==> src/rtl/nand_host_pkg.sv <==
package nand_host_pkg;

  localparam int REG_ADDR_W = 5;

  localparam logic [REG_ADDR_W-1:0] OFS_LP_LO = 5'h00;
  localparam logic [REG_ADDR_W-1:0] OFS_LP_HI = 5'h04;
  localparam logic [REG_ADDR_W-1:0] OFS_COLP  = 5'h08;
  localparam logic [REG_ADDR_W-1:0] OFS_CNT   = 5'h0C;
  localparam logic [REG_ADDR_W-1:0] OFS_CLR   = 5'h10;
  localparam logic [REG_ADDR_W-1:0] OFS_IO    = 5'h14;
  localparam logic [REG_ADDR_W-1:0] OFS_CTL   = 5'h18;

  // control register bit positions
  localparam int CTL_CE0 = 0;
  localparam int CTL_CLE = 1;
  localparam int CTL_ALE = 2;
  localparam int CTL_WP  = 3;
  localparam int CTL_CE1 = 4;
  localparam int CTL_RDY = 5;

  // strobes from control to datapath
  typedef struct packed {
    logic ctlWr;     // load control register
    logic eccClr;    // clear accumulator
    logic ioWr;      // drive a byte to flash
    logic ioCap;     // capture a flash byte
    logic capHigh;   // capture into upper half-word lane
    logic regLatch;  // latch a register value into read data
  } ctlStrobes_t;

  typedef enum logic [1:0] {
    ST_IDLE      = 2'd0,
    ST_RD_FIRST  = 2'd1,
    ST_RD_SECOND = 2'd2
  } hostState_t;

endpackage

==> src/rtl/nand_ecc_acc.sv <==
module nand_ecc_acc #(
  parameter int BYTE_W      = 8,
  parameter int BLOCK_BYTES = 256,
  localparam int IDX_W      = $clog2(BLOCK_BYTES),
  localparam int COL_LVL    = $clog2(BYTE_W),
  localparam int COL_W      = 2 * COL_LVL
) (
  input  logic              clk,
  input  logic              rstN,
  input  logic              clr,
  input  logic              feed,
  input  logic [BYTE_W-1:0] dataIn,
  output logic [IDX_W-1:0]  lpEven,
  output logic [IDX_W-1:0]  lpOdd,
  output logic [COL_W-1:0]  colPar,
  output logic [IDX_W-1:0]  byteIdx
);

  logic [COL_W-1:0] colTerm;
  logic             rowOdd;

  // column contribution of one byte: split bit positions by each index bit
  always_comb begin
    colTerm = '0;
    for (int b = 0; b < BYTE_W; b++) begin
      for (int j = 0; j < COL_LVL; j++) begin
        if (b[j]) colTerm[2*j+1] = colTerm[2*j+1] ^ dataIn[b];
        else      colTerm[2*j]   = colTerm[2*j]   ^ dataIn[b];
      end
    end
  end

  assign rowOdd = ^dataIn;

  always_ff @(posedge clk or negedge rstN) begin
    if (!rstN) begin
      lpEven  <= '0;
      lpOdd   <= '0;
      colPar  <= '0;
      byteIdx <= '0;
    end else if (clr) begin
      lpEven  <= '0;
      lpOdd   <= '0;
      colPar  <= '0;
      byteIdx <= '0;
    end else if (feed) begin
      colPar  <= colPar ^ colTerm;
      byteIdx <= byteIdx + 1'b1;
      if (rowOdd) begin
        lpOdd  <= lpOdd ^ byteIdx;
        lpEven <= lpEven ^ ~byteIdx;
      end
    end
  end

endmodule

==> src/rtl/nand_host_ctrl.sv <==
module nand_host_ctrl
  import nand_host_pkg::*;
(
  input  logic                  clk,
  input  logic                  rstN,
  input  logic                  regReq,
  input  logic                  regWrite,
  input  logic                  regWide,
  input  logic [REG_ADDR_W-1:0] regAddr,
  output ctlStrobes_t           strobes,
  output logic                  flashRdStrobe,
  output logic                  regDone
);

  hostState_t state, nextState;
  logic       wideHeld;
  logic       doneNext;

  always_comb begin
    strobes   = '0;
    nextState = state;
    doneNext  = 1'b0;
    unique case (state)
      ST_IDLE: begin
        if (regReq) begin
          if (regWrite) begin
            doneNext = 1'b1;
            case (regAddr)
              OFS_CTL: strobes.ctlWr  = 1'b1;
              OFS_CLR: strobes.eccClr = 1'b1;
              OFS_IO:  strobes.ioWr   = 1'b1;
              default: ;
            endcase
          end else if (regAddr == OFS_IO) begin
            nextState = ST_RD_FIRST;
          end else begin
            strobes.regLatch = 1'b1;
            doneNext         = 1'b1;
          end
        end
      end
      ST_RD_FIRST: begin
        strobes.ioCap = 1'b1;
        if (wideHeld) begin
          nextState = ST_RD_SECOND;
        end else begin
          nextState = ST_IDLE;
          doneNext  = 1'b1;
        end
      end
      ST_RD_SECOND: begin
        strobes.ioCap   = 1'b1;
        strobes.capHigh = 1'b1;
        nextState       = ST_IDLE;
        doneNext        = 1'b1;
      end
      default: nextState = ST_IDLE;
    endcase
  end

  assign flashRdStrobe = (state == ST_RD_FIRST) || (state == ST_RD_SECOND);

  always_ff @(posedge clk or negedge rstN) begin
    if (!rstN) begin
      state    <= ST_IDLE;
      wideHeld <= 1'b0;
      regDone  <= 1'b0;
    end else begin
      state   <= nextState;
      regDone <= doneNext;
      if (state == ST_IDLE && regReq) wideHeld <= regWide;
    end
  end

endmodule

==> src/rtl/nand_host_dpath.sv <==
module nand_host_dpath
  import nand_host_pkg::*;
#(
  parameter int BUS_W       = 32,
  parameter int BYTE_W      = 8,
  parameter int BLOCK_BYTES = 256,
  localparam int IDX_W      = $clog2(BLOCK_BYTES),
  localparam int HALF_IDX   = IDX_W / 2,
  localparam int COL_W      = 2 * $clog2(BYTE_W),
  localparam int LANE_HI    = BUS_W / 2
) (
  input  logic                  clk,
  input  logic                  rstN,
  input  ctlStrobes_t           strobes,
  input  logic [REG_ADDR_W-1:0] regAddr,
  input  logic [BYTE_W-1:0]     wrByte,
  input  logic [BYTE_W-1:0]     flashIoIn,
  input  logic                  flashRyBy,
  output logic [BUS_W-1:0]      regRdata,
  output logic [BYTE_W-1:0]     flashIoOut,
  output logic                  flashWrStrobe,
  output logic                  flashCe,
  output logic                  flashCle,
  output logic                  flashAle,
  output logic                  flashWp
);

  logic [BYTE_W-1:0] ctlReg;
  logic [BYTE_W-1:0] ctlNext;
  logic [BYTE_W-1:0] ctlView;
  logic [IDX_W-1:0]  lpEven, lpOdd, byteIdx;
  logic [COL_W-1:0]  colPar;
  logic [IDX_W-1:0]  lpLoView, lpHiView;
  logic [BUS_W-1:0]  regValue;
  logic              eccFeed;
  logic [BYTE_W-1:0] eccByte;

  assign eccFeed = strobes.ioWr | strobes.ioCap;
  assign eccByte = strobes.ioWr ? wrByte : flashIoIn;

  nand_ecc_acc #(
    .BYTE_W     (BYTE_W),
    .BLOCK_BYTES(BLOCK_BYTES)
  ) uEcc (
    .clk    (clk),
    .rstN   (rstN),
    .clr    (strobes.eccClr),
    .feed   (eccFeed),
    .dataIn (eccByte),
    .lpEven (lpEven),
    .lpOdd  (lpOdd),
    .colPar (colPar),
    .byteIdx(byteIdx)
  );

  // interleave the two parity bytes into the readback views
  for (genvar k = 0; k < HALF_IDX; k++) begin : gInterleave
    assign lpLoView[2*k]   = lpEven[HALF_IDX+k];
    assign lpLoView[2*k+1] = lpOdd[HALF_IDX+k];
    assign lpHiView[2*k]   = lpEven[k];
    assign lpHiView[2*k+1] = lpOdd[k];
  end

  always_comb begin
    ctlNext          = wrByte;
    ctlNext[CTL_RDY] = 1'b0;
    ctlView          = ctlReg;
    ctlView[CTL_RDY] = flashRyBy;
  end

  always_comb begin
    regValue = '0;
    case (regAddr)
      OFS_LP_LO: regValue[IDX_W-1:0]  = lpLoView;
      OFS_LP_HI: regValue[IDX_W-1:0]  = lpHiView;
      OFS_COLP:  regValue[COL_W-1:0]  = colPar;
      OFS_CNT:   regValue[IDX_W-1:0]  = byteIdx;
      OFS_CTL:   regValue[BYTE_W-1:0] = ctlView;
      default:   regValue = '0;
    endcase
  end

  always_ff @(posedge clk or negedge rstN) begin
    if (!rstN) begin
      ctlReg        <= '0;
      flashIoOut    <= '0;
      flashWrStrobe <= 1'b0;
      regRdata      <= '0;
    end else begin
      flashWrStrobe <= strobes.ioWr;
      if (strobes.ctlWr) ctlReg     <= ctlNext;
      if (strobes.ioWr)  flashIoOut <= wrByte;
      if (strobes.regLatch) begin
        regRdata <= regValue;
      end else if (strobes.ioCap) begin
        if (strobes.capHigh) begin
          regRdata[LANE_HI +: BYTE_W] <= flashIoIn;
        end else begin
          regRdata               <= '0;
          regRdata[BYTE_W-1:0]   <= flashIoIn;
        end
      end
    end
  end

  assign flashCe  = ctlReg[CTL_CE0] | ctlReg[CTL_CE1];
  assign flashCle = ctlReg[CTL_CLE];
  assign flashAle = ctlReg[CTL_ALE];
  assign flashWp  = ctlReg[CTL_WP];

endmodule

==> src/rtl/nand_host_if.sv <==
module nand_host_if
  import nand_host_pkg::*;
#(
  parameter int BUS_W       = 32,
  parameter int BYTE_W      = 8,
  parameter int BLOCK_BYTES = 256
) (
  input  logic                  clk,
  input  logic                  rstN,
  input  logic                  regReq,
  input  logic                  regWrite,
  input  logic                  regWide,
  input  logic [REG_ADDR_W-1:0] regAddr,
  input  logic [BUS_W-1:0]      regWdata,
  output logic [BUS_W-1:0]      regRdata,
  output logic                  regDone,
  input  logic [BYTE_W-1:0]     flashIoIn,
  output logic [BYTE_W-1:0]     flashIoOut,
  output logic                  flashWrStrobe,
  output logic                  flashRdStrobe,
  output logic                  flashCe,
  output logic                  flashCle,
  output logic                  flashAle,
  output logic                  flashWp,
  input  logic                  flashRyBy
);

  ctlStrobes_t strobes;
  logic        unusedWdataHi;

  assign unusedWdataHi = ^regWdata[BUS_W-1:BYTE_W];

  nand_host_ctrl uCtrl (
    .clk          (clk),
    .rstN         (rstN),
    .regReq       (regReq),
    .regWrite     (regWrite),
    .regWide      (regWide),
    .regAddr      (regAddr),
    .strobes      (strobes),
    .flashRdStrobe(flashRdStrobe),
    .regDone      (regDone)
  );

  nand_host_dpath #(
    .BUS_W      (BUS_W),
    .BYTE_W     (BYTE_W),
    .BLOCK_BYTES(BLOCK_BYTES)
  ) uDpath (
    .clk          (clk),
    .rstN         (rstN),
    .strobes      (strobes),
    .regAddr      (regAddr),
    .wrByte       (regWdata[BYTE_W-1:0]),
    .flashIoIn    (flashIoIn),
    .flashRyBy    (flashRyBy),
    .regRdata     (regRdata),
    .flashIoOut   (flashIoOut),
    .flashWrStrobe(flashWrStrobe),
    .flashCe      (flashCe),
    .flashCle     (flashCle),
    .flashAle     (flashAle),
    .flashWp      (flashWp)
  );

endmodule

==> config.mk <==
export PLATFORM = sky130hd
export DESIGN_NAME = nand_host_if
export DESIGN_NICKNAME = d
export VERILOG_FILES = /design/src/rtl/nand_host_pkg.sv /design/src/rtl/nand_ecc_acc.sv /design/src/rtl/nand_host_ctrl.sv /design/src/rtl/nand_host_dpath.sv /design/src/rtl/nand_host_if.sv
export SDC_FILE = /design/constraint.sdc
export NUM_CORES = 1
export LEC_CHECK = 0
export ABC_AREA = 1
export BUFFER_PORTS_ARGS = -buffer_cell sky130_fd_sc_hd__buf_2
export CORE_ASPECT_RATIO = 0.75
export CORE_MARGIN = 8
export CORE_UTILIZATION = 54
export DETAILED_ROUTE_END_ITERATION = 8
export GPL_ROUTABILITY_DRIVEN = 0
export PLACE_DENSITY = 0.8
export SLEW_MARGIN = 20
export SYNTH_ARGS = -nofsm -noshare
export SYNTH_HDL_FRONTEND = slang
export SYNTH_HIERARCHICAL = 1
export SYNTH_SLANG_ARGS = --single-unit
==> constraint.sdc <==
create_clock -name clk -period 3.21 [get_ports clk]
set_clock_uncertainty 0.15 [all_clocks]
set_input_delay 0.1605 -clock clk [delete_from_list [all_inputs] [get_ports clk]]
set_output_delay 0.1605 -clock clk [all_outputs]
set_load 0.03 [all_outputs]
==> qor.csv <==
metric;value;unit
status;completed;
grt_max_degree;39;
rows;27;
drt_iter0_drc;385;
setup_violations;0;
grt_pass1_vias;3786;
wl_per_cell;15.5;um
startpoint_type;flop;
cts_sinks;66;
nNetsFinal;661;
die-width;117;um
maxSlewViolCount;0;
ys_ff_latch;66;
cp_common_cell;nand2_1;
synthTopCellsByCount;114 x nand2_1, 66 x dfrtp_1, 48 x inv_1;
leakagePower;2.54;nW
cts_buffers;9;
powerDensity;691;nW/um^2
insertion_delay;0.35;ns
period_needed;2.94;ns
p_total;3.35;mW
cts-root-buf;clkbuf_8;
die_area;10800;um^2
grtUsageMet2;0.337;
core_area;7400;um^2
clkTransAtPathRegs;0.07;ns
route.final.wire_length;11000;um
grt_pass1_wl;17600;um
maxCapViolCount;0;
fin_cells;711;
relSlewSlack;0.422;
critPathBufInv;3;
arrival;3.03;ns
fin_crit_sh;0.917;
crit_path_cell_trace;inv_1 -> ha_2 -> nand2_1 -> inv_2 -> nand2_2 -> nor2_1 -> buf_12 -> nand2_1 -> o21ai_2 -> nand2_1 -> nand2_2 -> nand2_1 -> nand2_2 -> nand2_2 -> nand3_4 -> nand2_4 -> nand2_1 -> nand2_1;
ys_types;39;
start_util;0.560;
grtUsageMet1;0.262;
seq_area_frac_synth;0.399;
place.port_buffers;57;
vias;3860;
ir_drop;0.000413;V
post_cts_buffers;0;
hold_viol_final;0;
placed_area;4390;um^2
yosysTopAreaCellShare;0.399;
setup_slack;0.268;ns
synth_ff_type;dfrtp_1;
cts_max_level;3;
grtUsageMet3;0.0452;
endpoint_kind;flop;
path_class;flop to flop;
ant_nets;0;
grt-ovfl-total;0;
tritoncts;built;
drc_errors;0;
cp_max_fo;26;
hold_class;input port to flop;
worst_slew_pin_slew;0.867;ns
antenna_found_initial;0;
dp.cells;674;
dp_hpwl;7610;um
crit_family;simple AND/OR/NAND/NOR gates;
via_per_inst;5.43;
finalInstanceArea;4840;um^2
place_ws;0.111;ns
fmax;0.340;GHz
synth_edf_count;0;
async_flop_share;1.00;
antenna_cells;0;
crit_required;3.30;ns
synth_area;4140;um^2
cpPeakStageDelay;0.40;ns
crit_path_top_delay_cell;dfrtp_1;
synthTopCellsByArea;dfrtp_1 40%, nand2_1 10%, nand4_1 5.0%;
clockBufferDepth;2;
gr-max-usage-layer;met2;
synth.most_common_cell;nand2_1;
ios;98;
die_y;91.8;um
grtUsageTotal;0.207;
drtPass1Iterations;5;
drive_gt1_frac;0.244;
yosys.area.top_type;dfrtp_1;
yosysWarningCount;6;
syn_avg_cell_area;7.74;um^2
syn-instance-count;535;
area_growth;16.9;%
## timing repair
action	in CTS	in global routing
endpoints found under the setup margin	0	18
resized for setup	0	12
hold endpoints to repair	61	0
hold buffers	18	0
## cell type report
cell class                 instances  area, um^2
tap                              101         126
sequential                        66        1650
clock buffer                      14         163
clock inverter                     2        35.0
multi-input combinational        385        2110
timing repair buffer              79         508
inverter                          64         245
fill                             613        2550
## kinds of logic (layout without fill, tap and decap cells)
group                      after synthesis  after routing  share of synthesized area
and+or+nand+nor                        272            275                      0.325
buffers and inverters                  102            159                      0.122
DFF                                     66             66                      0.399
AOI/OAI and AO/OA                       62             62                     0.0789
xor gates and xnor gates                23             23                     0.0486
adders and majority gates                5              5                     0.0151
muxes                                    4              4                     0.0109
other                                    1             16                   0.000905
## tightest hold or removal path, delay by kind of cell
kind / cells / cell delay (ns)
AO/OA/AOI/OAI: 1 / 0.11
buffers and inverters: 2 / 0.22
## registers in the layout, summed over array words and instances (netlist names), 2 cells and up
| name | cells |
|---|---|
| uCtrl/state | 2 |
| uDpath/ctlReg | 7 |
| uDpath/flashIoOut | 8 |
| uDpath/regRdata | 16 |
| uDpath/uEcc/byteIdx | 8 |
| uDpath/uEcc/colPar | 6 |
| uDpath/uEcc/lpEven | 8 |
| uDpath/uEcc/lpOdd | 8 |
## metal layers
metal  vias up  wire length (um)  part of all wire
met2       156              5170              0.47
met3        20              1070             0.097
li1       1837                 -                 -
met5         -                 0                 0
met1      1847              4590              0.42
met4         0               183             0.017
## placed cells by master, fill, tap and decap left out, types with 2 or more instances in the layout
| cell | n |
|---|---|
| o21ai_0 | 4 |
| o21ai_2 | 8 |
| or2_1 | 3 |
| nand4_1 | 33 |
| nor2_2 | 3 |
| inv_2 | 12 |
| nor3_1 | 2 |
| dlygate4sd3_1 | 18 |
| xor2_1 | 11 |
| dfrtp_1 | 66 |
| o22ai_1 | 8 |
| nand3_2 | 4 |
| a21oi_1 | 21 |
| nor2_1 | 43 |
| buf_4 | 3 |
| nand3_1 | 29 |
| nand2_1 | 114 |
| mux2_1 | 4 |
| nor3_2 | 2 |
| clkbuf_1 | 3 |
| nand2_4 | 2 |
| clkbuf_8 | 11 |
| inv_1 | 48 |
| nor2_4 | 4 |
| buf_2 | 57 |
| xnor2_1 | 12 |
| ha_1 | 4 |
| nand2_2 | 31 |
| o21ai_1 | 19 |
| clkinv_2 | 3 |
| conb_1 | 16 |
## per-stage QoR
step	hold WS, ns	utilization	TNS (ns)
after global placement	0.164	0.593	0
after CTS	0.00415	0.645	0
after floorplan	-0.285	-	0
after detailed placement	0.171	0.593	0
final	0.0358	0.655	0
after global routing	0.0457	0.655	-0.0534
## report_power, final
part	total (mW)	switching [mW]	internal, mW
logic	1.31	0.865	0.443
registers	1.33	0.245	1.08
clock network	0.710	0.309	0.401
total	3.35	1.42	1.93
## final timing paths
kind                                         start                endpoint  slack [ns]  depth (start not counted)
worst max-delay path                uCtrl/state[0]    uDpath/uEcc/lpOdd[2]        0.27                         18
worst min-delay path                  flashIoIn[6]     uDpath/regRdata[22]        0.04                          3
worst max register to register      uCtrl/state[0]    uDpath/uEcc/lpOdd[2]        0.27                         18
worst min register to register  uDpath/regRdata[1]      uDpath/regRdata[1]        0.33                          2
max in group asynchronous                     rstN  uDpath/uEcc/byteIdx[1]        1.69                          3
min in group asynchronous                     rstN     uDpath/regRdata[18]        0.31                          2
Note: power is estimated with default switching activity, not from simulation.
